$ cat src/rtl/dma_hs_pkg.sv
package dma_hs_pkg;

    typedef enum logic [1:0] {
        MODE_OFF      = 2'd0,
        MODE_BURST    = 2'd1,
        MODE_STEAL    = 2'd2,
        MODE_INTERNAL = 2'd3
    } chan_mode_e;

    typedef enum logic [2:0] {
        ST_IDLE,
        ST_ARM,
        ST_XFER,
        ST_GAP,
        ST_HALT
    } hs_state_e;

endpackage

$ cat src/rtl/dma_hs_reqsync.sv
module dma_hs_reqsync #(
    parameter int SYNC_LEN = 2
) (
    input  logic clk,
    input  logic rst_n,
    input  logic dreq_n_i,
    input  logic grant_i,
    input  logic clear_i,
    output logic req_level_o,
    output logic req_pend_o
);
    localparam int SH_W = SYNC_LEN + 1;

    logic [SH_W-1:0] shift_q;
    logic            fall_seen;
    logic            pend_q;

    always_ff @(posedge clk or negedge rst_n) begin
        if (!rst_n) begin
            shift_q <= '0;
        end else begin
            shift_q <= {shift_q[SH_W-2:0], ~dreq_n_i};
        end
    end

    assign req_level_o = shift_q[SYNC_LEN-1];
    assign fall_seen   = shift_q[SYNC_LEN-1] & ~shift_q[SYNC_LEN];

    always_ff @(posedge clk or negedge rst_n) begin
        if (!rst_n) begin
            pend_q <= 1'b0;
        end else if (clear_i) begin
            pend_q <= 1'b0;
        end else begin
            pend_q <= (pend_q & ~grant_i) | fall_seen;
        end
    end

    assign req_pend_o = pend_q;

endmodule

$ cat src/rtl/dma_hs_gap.sv
module dma_hs_gap #(
    parameter int GAP_W = 8
) (
    input  logic             clk,
    input  logic             rst_n,
    input  logic             load_i,
    input  logic [GAP_W-1:0] load_val_i,
    output logic             last_o
);
    logic [GAP_W-1:0] cnt_q;

    always_ff @(posedge clk or negedge rst_n) begin
        if (!rst_n) begin
            cnt_q <= '0;
        end else if (load_i) begin
            cnt_q <= load_val_i;
        end else if (cnt_q != '0) begin
            cnt_q <= cnt_q - 1'b1;
        end
    end

    assign last_o = (cnt_q <= GAP_W'(1));

endmodule

$ cat src/rtl/dma_hs_opcnt.sv
module dma_hs_opcnt #(
    parameter int CNT_W = 16
) (
    input  logic             clk,
    input  logic             rst_n,
    input  logic             load_i,
    input  logic [CNT_W-1:0] load_val_i,
    input  logic             step_i,
    output logic             last_o
);
    logic [CNT_W-1:0] rem_q;

    always_ff @(posedge clk or negedge rst_n) begin
        if (!rst_n) begin
            rem_q <= '0;
        end else if (load_i) begin
            rem_q <= load_val_i;
        end else if (step_i && rem_q != '0) begin
            rem_q <= rem_q - 1'b1;
        end
    end

    assign last_o = (rem_q <= CNT_W'(1));

endmodule

$ cat src/rtl/dma_hs_ctrl.sv
module dma_hs_ctrl
    import dma_hs_pkg::*;
#(
    parameter int GAP_W    = 8,
    parameter int CNT_W    = 16,
    parameter int SYNC_LEN = 2
) (
    input  logic             clk,
    input  logic             rst_n,
    input  logic [1:0]       mode_i,
    input  logic [GAP_W-1:0] idle_gap_i,
    input  logic [CNT_W-1:0] op_count_i,
    input  logic             dreq_n_i,
    input  logic             rdy_n_i,
    input  logic             done_n_i,
    input  logic             bus_rdy_i,
    input  logic             cpu_end_i,
    output logic             dack_n_o,
    output logic             done_drive_o,
    output logic             bus_go_o,
    output logic             dtc_n_o
);
    hs_state_e  state_q, state_d;
    chan_mode_e mode_q;
    logic       done_seen_q;
    logic       dtc_q;

    logic req_level, req_pend, req_ok;
    logic gap_last, op_last;
    logic finish, stop_run, ext_mode, run_start;

    assign ext_mode  = (mode_q == MODE_BURST) || (mode_q == MODE_STEAL);
    assign finish    = (state_q == ST_XFER) && bus_rdy_i && !rdy_n_i;
    assign stop_run  = op_last || done_seen_q || !done_n_i;
    assign run_start = (state_q == ST_IDLE) && (mode_i != MODE_OFF);

    always_comb begin
        unique case (mode_q)
            MODE_BURST:    req_ok = req_level;
            MODE_STEAL:    req_ok = req_pend;
            MODE_INTERNAL: req_ok = 1'b1;
            default:       req_ok = 1'b0;
        endcase
    end

    dma_hs_reqsync #(.SYNC_LEN(SYNC_LEN)) u_req (
        .clk         (clk),
        .rst_n       (rst_n),
        .dreq_n_i    (dreq_n_i),
        .grant_i     ((state_q == ST_ARM) && req_ok),
        .clear_i     (state_q == ST_IDLE),
        .req_level_o (req_level),
        .req_pend_o  (req_pend)
    );

    dma_hs_gap #(.GAP_W(GAP_W)) u_gap (
        .clk        (clk),
        .rst_n      (rst_n),
        .load_i     (finish),
        .load_val_i (idle_gap_i),
        .last_o     (gap_last)
    );

    dma_hs_opcnt #(.CNT_W(CNT_W)) u_cnt (
        .clk        (clk),
        .rst_n      (rst_n),
        .load_i     (run_start),
        .load_val_i (op_count_i),
        .step_i     (finish),
        .last_o     (op_last)
    );

    // next-state logic
    always_comb begin
        state_d = state_q;
        unique case (state_q)
            ST_IDLE: if (mode_i != MODE_OFF) state_d = ST_ARM;
            ST_ARM:  if (req_ok) state_d = ST_XFER;
            ST_XFER: begin
                if (finish) begin
                    if (stop_run)
                        state_d = ST_HALT;
                    else if (mode_q == MODE_INTERNAL && idle_gap_i != '0)
                        state_d = ST_GAP;
                    else
                        state_d = ST_ARM;
                end
            end
            ST_GAP:  if (gap_last) state_d = ST_ARM;
            ST_HALT: if (mode_i == MODE_OFF) state_d = ST_IDLE;
            default: state_d = ST_IDLE;
        endcase
    end

    // state register
    always_ff @(posedge clk or negedge rst_n) begin
        if (!rst_n) begin
            state_q     <= ST_IDLE;
            mode_q      <= MODE_OFF;
            done_seen_q <= 1'b0;
            dtc_q       <= 1'b0;
        end else begin
            state_q     <= state_d;
            if (state_q == ST_IDLE) mode_q <= chan_mode_e'(mode_i);
            done_seen_q <= (state_q == ST_XFER) && !finish && (done_seen_q || !done_n_i);
            dtc_q       <= finish || cpu_end_i;
        end
    end

    // outputs
    always_comb begin
        bus_go_o     = (state_q == ST_XFER);
        dack_n_o     = !((state_q == ST_XFER) && ext_mode);
        done_drive_o = (state_q == ST_XFER) && ext_mode && op_last;
        dtc_n_o      = !dtc_q;
    end

endmodule

$ cat config.mk
export PLATFORM = sky130hd
export DESIGN_NAME = dma_hs_ctrl
export DESIGN_NICKNAME = d
export VERILOG_FILES = /design/src/rtl/dma_hs_pkg.sv /design/src/rtl/dma_hs_reqsync.sv /design/src/rtl/dma_hs_gap.sv /design/src/rtl/dma_hs_opcnt.sv /design/src/rtl/dma_hs_ctrl.sv
export SDC_FILE = /design/constraint.sdc
export NUM_CORES = 1
export LEC_CHECK = 0
export ABC_AREA = 1
export BUFFER_PORTS_ARGS = -buffer_cell sky130_fd_sc_hd__buf_2
export CORE_ASPECT_RATIO = 0.8
export CORE_MARGIN = 2
export CORE_UTILIZATION = 51
export CTS_CLUSTER_DIAMETER = 200
export DETAILED_ROUTE_END_ITERATION = 12
export MAX_ROUTING_LAYER = met4
export PLACE_DENSITY_LB_ADDON = 0.15
export SYNTH_ARGS = -nofsm -noshare
export SYNTH_HDL_FRONTEND = slang
export SYNTH_SLANG_ARGS = --single-unit
$ cat constraint.sdc
create_clock -name clk -period 1.55 [get_ports clk]
set_clock_uncertainty 0.2 [all_clocks]
set_input_delay 0.0775 -clock clk [delete_from_list [all_inputs] [get_ports clk]]
set_output_delay 0.0775 -clock clk [all_outputs]
set_load 0.1 [all_outputs]
==> results.sh, run 1 <==
export IMPL_dieWidth_um=79.9
export IMPL_place_gp_congestion=0.881
export IMPL_initial_core_util=0.521
export IMPL_boundaryPins=37
export IMPL_synth_edf_count=0
export IMPL_ys_seq_elements=35
export IMPL_post_synth_top_area_cell="dfrtp_1"
export IMPL_row_count=22
export IMPL_antenna_found_initial=0
export IMPL_stop_stage="global routing (5_1_grt)"
export IMPL_async_flop_share=1.00
export IMPL_synth_ff_type="dfrtp_1"
export IMPL_dpl_worst_slack_ps=-186
export IMPL_yosys_warnings=0
export IMPL_crit_endpoint="done_drive_o"
export IMPL_synth_yosys_seq_area_share=0.373
export IMPL_syn_nets=369
export IMPL_outcome="did not finish"
export IMPL_error_line="[ERROR DPL-0033] detailed placement checks failed during check placement."
export IMPL_clock_path_buffers=2
export IMPL_cts_root_buffer="clkbuf_8"
export IMPL_grt_max_degree=24
export IMPL_clock_sinks=35
export IMPL_dpl_hpwl_um=4410
export IMPL_endpoint_type="output port"
export IMPL_synth_top_cell_area_share=0.373
export IMPL_synth_area_top_cells="dfrtp_1 37%, nand2_1 15%, nand3_1 7.9%"
export IMPL_synth_distinct_cells=36
export IMPL_syn_area_um2=2350
export IMPL_synth_avg_cell_area_um2=7.19
export IMPL_die_h_um=64.7
export IMPL_numPortBuffers=36
export IMPL_dp_cells=475
export IMPL_cts_htree_levels=2
export IMPL_syn_inst=327
export IMPL_cts_buffers=5
[stage by stage]
step	cell area (um2)	hold slack [ps]	utilization
CTS	3890	1.79	0.862
detailed placement	3110	-163	0.689
floorplan	2420	-418	-
global placement	3110	-165	0.689
[cells by family after synthesis]
family,after synthesis,synth area share
XOR/XNOR,6,0.0224
adder cells (fa/ha/maj),9,0.0479
buffers and inverters,50,0.0937
flip-flops,35,0.373
AO/OA/AOI/OAI,31,0.0815
AND/OR/NAND/NOR,196,0.382
[synth_stat cells (3+ instances only)]
cell and number:
nand2_1 93, nand3_1 37, nor2_1 37, dfrtp_1 35, inv_1 34, ha_1 9, inv_2 8, o21ai_0 7
o21ai_1 7, nor2_2 6, a21oi_1 5, o211ai_1 4, o21ai_2 4, xnor2_1 4, buf_2 3, nand2_4 3
nand4_1 3, or2_1 3
[timing repair]
action,4_1_cts
cloned,2
endpoints found under the hold margin,65
setup endpoints to repair,25
gates resized for setup,36
hold buffers,31
buffers inserted,25
pin swaps,25
==> run 2: changes to the inputs <==
--- a/config.mk
+++ b/config.mk
@@ -7,12 +7,9 @@
 export LEC_CHECK = 0
 export ABC_AREA = 1
 export BUFFER_PORTS_ARGS = -buffer_cell sky130_fd_sc_hd__buf_2
-export CORE_ASPECT_RATIO = 0.8
 export CORE_MARGIN = 2
-export CORE_UTILIZATION = 51
-export CTS_CLUSTER_DIAMETER = 200
+export CORE_UTILIZATION = 40
 export DETAILED_ROUTE_END_ITERATION = 12
-export MAX_ROUTING_LAYER = met4
 export PLACE_DENSITY_LB_ADDON = 0.15
 export SYNTH_ARGS = -nofsm -noshare
 export SYNTH_HDL_FRONTEND = slang
==> constraint.sdc (replaced) <==
create_clock -name clk -period 2 [get_ports clk]
set_clock_uncertainty 0.2 [all_clocks]
set_input_delay 0.1 -clock clk [delete_from_list [all_inputs] [get_ports clk]]
set_output_delay 0.1 -clock clk [all_outputs]
set_load 0.1 [all_outputs]
==> run 2 against run 1 <==
  * The run now ends clean
  * Area after synthesis stayed put
  * Synthesized cell count stayed put
==> results.sh, run 2 <==
export IMPL_power_leakage_uw=0.00153
export IMPL_multiInputGateArea_um2=1300
export IMPL_fin_nets=443
export IMPL_cts_buffers=5
export IMPL_syn_area_um2=2350
export IMPL_max_vdd_ir_drop_mv=0.689
export IMPL_reg_top3="u_cnt.rem_q (16), u_gap.cnt_q (8)"
export IMPL_clock_sinks=35
export IMPL_final_min_clock_period_ps=1940
export IMPL_finish_utilization=0.552
export IMPL_clock_latency_ps=300
export IMPL_drtPass1Iterations=4
export IMPL_grt_overflow=0
export IMPL_wl_per_cell_um=11.4
export IMPL_dieWidth_um=80.6
export IMPL_antenna_found_initial=0
export IMPL_grt_usage=0.183
export IMPL_p_per_area_nw_per_um2=1350
export IMPL_areaGrowthSynthToFinish_pct=30.9
export IMPL_place_gp_congestion=0.822
export IMPL_synth_area_top_cells="dfrtp_1 37%, nand2_1 15%, nand3_1 7.9%"
export IMPL_final_cell_mix="92 x nand2_1, 36 x nand3_1, 35 x nor2_1, 35 x dfrtp_1, 35 x buf_2"
export IMPL_synth_avg_cell_area_um2=7.19
export IMPL_fin_setup_tns_ps=0
export IMPL_dp_cells=434
export IMPL_synth_edf_count=0
export IMPL_dpl_hpwl_um=3870
export IMPL_initial_core_util=0.422
export IMPL_finalPower_uw=4160
export IMPL_synth_ff_type="dfrtp_1"
export IMPL_totalWireLength_um=5400
export IMPL_core_area_um2=5570
export IMPL_regArea_um2=876
export IMPL_drive_gt1_frac=0.209
export IMPL_postRouteAntennaNets=0
export IMPL_synth_distinct_cells=36
export IMPL_final_common_cell="nand2_1"
export IMPL_vias=2204
export IMPL_drc=0
export IMPL_slew_viol_final=0
export IMPL_outcome="completed"
export IMPL_cts_htree_levels=2
export IMPL_fin_cells=474
export IMPL_grt_max_degree=26
export IMPL_clk_pin_slew_ps=80
export IMPL_antenna_cells=0
export IMPL_clock_path_buffers=2
export IMPL_regMostFlops="u_cnt.rem_q"
export IMPL_cp_required_ps=1700
export IMPL_critical_path_class="reg -> out"
export IMPL_endpoint_kind="output pin"
export IMPL_cap_violations=0
export IMPL_yosysMostFrequentCell="nand2_1"
export IMPL_cts_root_buffer="clkbuf_8"
export IMPL_drtIter0Drc=75
export IMPL_syn_nets=369
export IMPL_finalCritPeriodShare=0.969
export IMPL_grt_pass1_vias=2172
export IMPL_yosys_warnings=0
export IMPL_hold_class="in -> reg"
export IMPL_ys_seq_elements=35
export IMPL_worstPathArrival_ps=1640
export IMPL_critPathMaxFanout=4
export IMPL_synth_top_cell_area_share=0.373
export IMPL_max_freq_ghz=0.516
export IMPL_async_flop_share=1.00
export IMPL_largest_reg_flops=16
export IMPL_synthTopCellsByCount="93 x nand2_1, 37 x nand3_1, 37 x nor2_1"
export IMPL_setup_viol_count_final=0
export IMPL_finalHoldViolations=0
export IMPL_fillers=588
export IMPL_drt_vias_per_instance=4.65
export IMPL_post_synth_top_area_cell="dfrtp_1"
export IMPL_boundaryPins=37
export IMPL_die_h_um=80.6
export IMPL_row_count=27
export IMPL_grt_pass1_wl_um=9380
export IMPL_synth_yosys_seq_area_share=0.373
export IMPL_grt_setup_unrepaired="false"
export IMPL_tightest_slew_ps=484
export IMPL_cts_tree="built"
export IMPL_slew_headroom=0.680
export IMPL_syn_inst=327
export IMPL_numPortBuffers=36
export IMPL_cp_start_kind="register"
export IMPL_dieArea_um2=6500
[run 2: layout make-up]
class / instances / share of cell area
Clock buffer: 5 / 0.0224
Clock inverter: 3 / 0.00651
Inverter: 44 / 0.0553
Multi-Input combinational cell: 242 / 0.423
Sequential cell: 35 / 0.285
Tap cell: 72 / 0.0293
Timing Repair Buffer: 73 / 0.179
[run 2: report_power, final]
group	leakage, uW	switching [uW]	internal, uW	total, uW
clock	0.0000402	292	243	535
sequential	0.000432	295	1020	1310
combinational	0.00106	1440	872	2310
[run 2: cell families after synthesis]
| group | share of synthesized area |
|---|---|
| compound gates | 0.0815 |
| xor+xnor | 0.0224 |
| fa+ha+maj | 0.0479 |
| buf+inv | 0.0937 |
| flops | 0.373 |
| simple gates | 0.382 |
[run 2: final timing paths]
check	start	to	slack, ps	cells past startpoint
worst max-delay path	u_cnt.rem_q[8]$_DFFE_PN0P_	done_drive_o	60	6
worst min-delay path	rdy_n_i	u_gap.cnt_q[4]$_DFFE_PN0P_	10	5
worst max register to register	u_cnt.rem_q[8]$_DFFE_PN0P_	u_cnt.rem_q[9]$_DFFE_PN0P_	160	8
worst min register to register	u_req.shift_q[0]$_DFF_PN0_	u_req.shift_q[1]$_DFF_PN0_	160	0
max in group asynchronous	rst_n	u_gap.cnt_q[5]$_DFFE_PN0P_	1060	3
min in group asynchronous	rst_n	u_cnt.rem_q[2]$_DFFE_PN0P_	40	2
[run 2: stage by stage]
stage          cell area, um2  hold WS [ps]  setup WS (ps)
2_1_floorplan            2370          -396           1.56
3_3_place_gp             2640          -158            208
3_5_place_dp             2640          -162            193
4_1_cts                  3050          18.3           13.8
5_1_grt                  3080          86.2           1.69
6_report                 3080          10.2           62.0
[run 2: worst max-delay path, cell delays in order, from the launching register on]
cell and delay, ps:
dfrtp_1 440, nor2_4 170, nand2_1 90, nor2_2 180, nand3_4 130, nor2_4 150, buf_12 180
[run 2: what timing repair did]
| action | CTS | global route |
|---|---|---|
| endpoints found under the hold margin | 64 | 0 |
| resized for setup | 1 | 5 |
| hold buffers | 31 | 0 |
| endpoints found under the setup margin | 1 | 5 |
| buffers inserted | 1 | 0 |
[run 2: layer usage]
metal	GRT usage	vias to the layer above	part of all wire
met5	0	-	0
met4	0.0373	0	0.0098
met3	0.0337	7	0.025
met2	0.328	28	0.49
met1	0.229	991	0.47
li1	-	1178	-
Note: power is estimated with default switching activity, not from simulation.
==> run 3: changes to the inputs <==
--- a/config.mk
+++ b/config.mk
@@ -11,6 +11,7 @@
 export CORE_UTILIZATION = 40
 export DETAILED_ROUTE_END_ITERATION = 12
 export PLACE_DENSITY_LB_ADDON = 0.15
+export REMOVE_ABC_BUFFERS = 1
 export SYNTH_ARGS = -nofsm -noshare
 export SYNTH_HDL_FRONTEND = slang
 export SYNTH_SLANG_ARGS = --single-unit
==> run 3 against run 2 <==
  * Worst setup slack gained 21 ps
  * Count of clock-buffer cells in the layout grew 1
  * Sequential power about the same
  * Clock power fell by 2%
  * Via count grew 0.27%
  * Critical path depth is the same
  * Global-route usage fell by 0.29 points
  * Fmax up 1.1%
  * Largest power group unchanged
  * Highest routed layer unchanged
==> results.sh, run 3 (synthesized netlist as in run 2, its figures left out) <==
export IMPL_drive_gt1_frac=0.201
export IMPL_totalWireLength_um=5160
export IMPL_antenna_cells=0
export IMPL_finalCritPeriodShare=0.958
export IMPL_regMostFlops="u_cnt.rem_q"
export IMPL_cts_tree="built"
export IMPL_gr_max_usage_layer="met2"
export IMPL_timing_hold_ws_ps=12.4
export IMPL_critical_path_class="reg -> out"
export IMPL_outcome="completed"
export IMPL_wl_per_cell_um=10.9
export IMPL_setup_ws_ps=83.3
export IMPL_initial_core_util=0.422
export IMPL_clock_sinks=35
export IMPL_final_min_clock_period_ps=1920
export IMPL_slew_viol_final=0
export IMPL_cp_required_ps=1700
export IMPL_grt_pass1_wl_um=9050
export IMPL_fillers=578
export IMPL_dieWidth_um=80.6
export IMPL_drt_vias_per_instance=4.65
export IMPL_fin_setup_tns_ps=0
export IMPL_reg_top3="u_cnt.rem_q (16), u_gap.cnt_q (8)"
export IMPL_final_cell_mix="93 x nand2_1, 36 x nand3_1, 35 x nor2_1, 35 x dfrtp_1"
export IMPL_final_common_cell="nand2_1"
export IMPL_grt_max_degree=26
export IMPL_dpl_instance_area_um2=2610
export IMPL_core_area_um2=5570
export IMPL_dpl_worst_slack_ps=152
export IMPL_drtPass1Iterations=4
export IMPL_postRouteAntennaNets=0
export IMPL_slew_headroom=0.679
export IMPL_critPathMaxFanout=4
export IMPL_max_vdd_ir_drop_mv=0.676
export IMPL_tightest_slew_ps=486
export IMPL_cts_htree_levels=2
export IMPL_regArea_um2=876
export IMPL_grt_usage=0.180
export IMPL_numPortBuffers=36
export IMPL_vias=2210
export IMPL_final_cell_area_um2=3080
export IMPL_place_gp_congestion=0.869
export IMPL_endpoint_kind="output pin"
export IMPL_max_freq_ghz=0.522
export IMPL_p_per_area_nw_per_um2=1340
export IMPL_use_met2=0.317
export IMPL_dpl_hpwl_um=3760
export IMPL_boundaryPins=37
export IMPL_grt_pass1_vias=2203
export IMPL_clock_path_buffers=2
export IMPL_grt_overflow=0
export IMPL_hold_class="in -> reg"
export IMPL_dieArea_um2=6500
export IMPL_largest_reg_flops=16
export IMPL_cp_start_kind="register"
export IMPL_setup_viol_count_final=0
export IMPL_clock_latency_ps=290
export IMPL_grt_use_met1=0.216
export IMPL_worstPathArrival_ps=1620
export IMPL_multiInputGateArea_um2=1290
export IMPL_drtIter0Drc=41
export IMPL_grtUsageMet3=0.0348
export IMPL_drc=0
export IMPL_finalHoldViolations=0
export IMPL_cap_violations=0
export IMPL_fin_nets=444
export IMPL_die_h_um=80.6
export IMPL_cts_buffers=5
export IMPL_row_count=27
export IMPL_cts_root_buffer="clkbuf_8"
export IMPL_antenna_found_initial=0
export IMPL_clk_pin_slew_ps=80
export IMPL_finish_utilization=0.552
export IMPL_areaGrowthSynthToFinish_pct=30.9
export IMPL_power_leakage_uw=0.00153
run 3: critical path, cell delays in order (launching register included):
cell     delay (ps)
dfrtp_1         390
buf_4           140
ha_1            170
or2_2           300
nand3_4         100
nor2_4           50
buf_12          160
run 3: final cells by class:
| type | count | share of cell area |
|---|---|---|
| Multi-Input combinational cell | 242 | 0.420 |
| Sequential cell | 35 | 0.285 |
| Timing Repair Buffer | 74 | 0.184 |
| Inverter | 44 | 0.0545 |
| Tap cell | 72 | 0.0293 |
| Clock buffer | 6 | 0.0236 |
| Clock inverter | 2 | 0.00407 |
run 3: final timing paths:
| path | slack, ps | start | cells after the start | end |
|---|---|---|---|---|
| worst min register to register | 150 | u_req.shift_q[0]$_DFF_PN0_ | 0 | u_req.shift_q[1]$_DFF_PN0_ |
| max in group asynchronous | 280 | rst_n | 4 | u_gap.cnt_q[3]$_DFFE_PN0P_ |
| worst max register to register | 190 | u_cnt.rem_q[5]$_DFFE_PN0P_ | 8 | u_cnt.rem_q[9]$_DFFE_PN0P_ |
| min in group asynchronous | 520 | rst_n | 3 | done_seen_q$_DFF_PN0_ |
| worst min-delay path | 10 | rdy_n_i | 5 | u_gap.cnt_q[4]$_DFFE_PN0P_ |
| worst max-delay path | 80 | u_cnt.rem_q[0]$_DFFE_PN0P_ | 6 | done_drive_o |
run 3: power by group:
part           leakage, uW  internal (uW)  switching, uW  total (uW)
Clock            0.0000412            244            279         522
Combinational      0.00105            882           1430        2310
Sequential        0.000432           1020            275        1290
Total              0.00153           2140           1990        4130
run 3: routing by layer:
layer  share of wire  wire [um]
met5               0          0
met1            0.47       2430
met4           0.017         87
met2            0.48       2500
met3           0.028        146
run 3: timing repair:
action | CTS | global route
gates resized for setup | 2 | 7
hold endpoints to repair | 64 | 0
setup endpoints to repair | 1 | 4
hold buffers | 33 | 0
buffers inserted | 1 | 0
pin swaps | 0 | 1
gates cloned | 0 | 0
run 3: stage by stage:
| step | instances | power [uW] |
|---|---|---|
| global route | 475 | 4580 |
| CTS | 475 | 4130 |
| finish | 475 | 4130 |
| global placement | 433 | 3490 |
| floorplan | 321 | 3000 |
| detailed placement | 433 | 3510 |
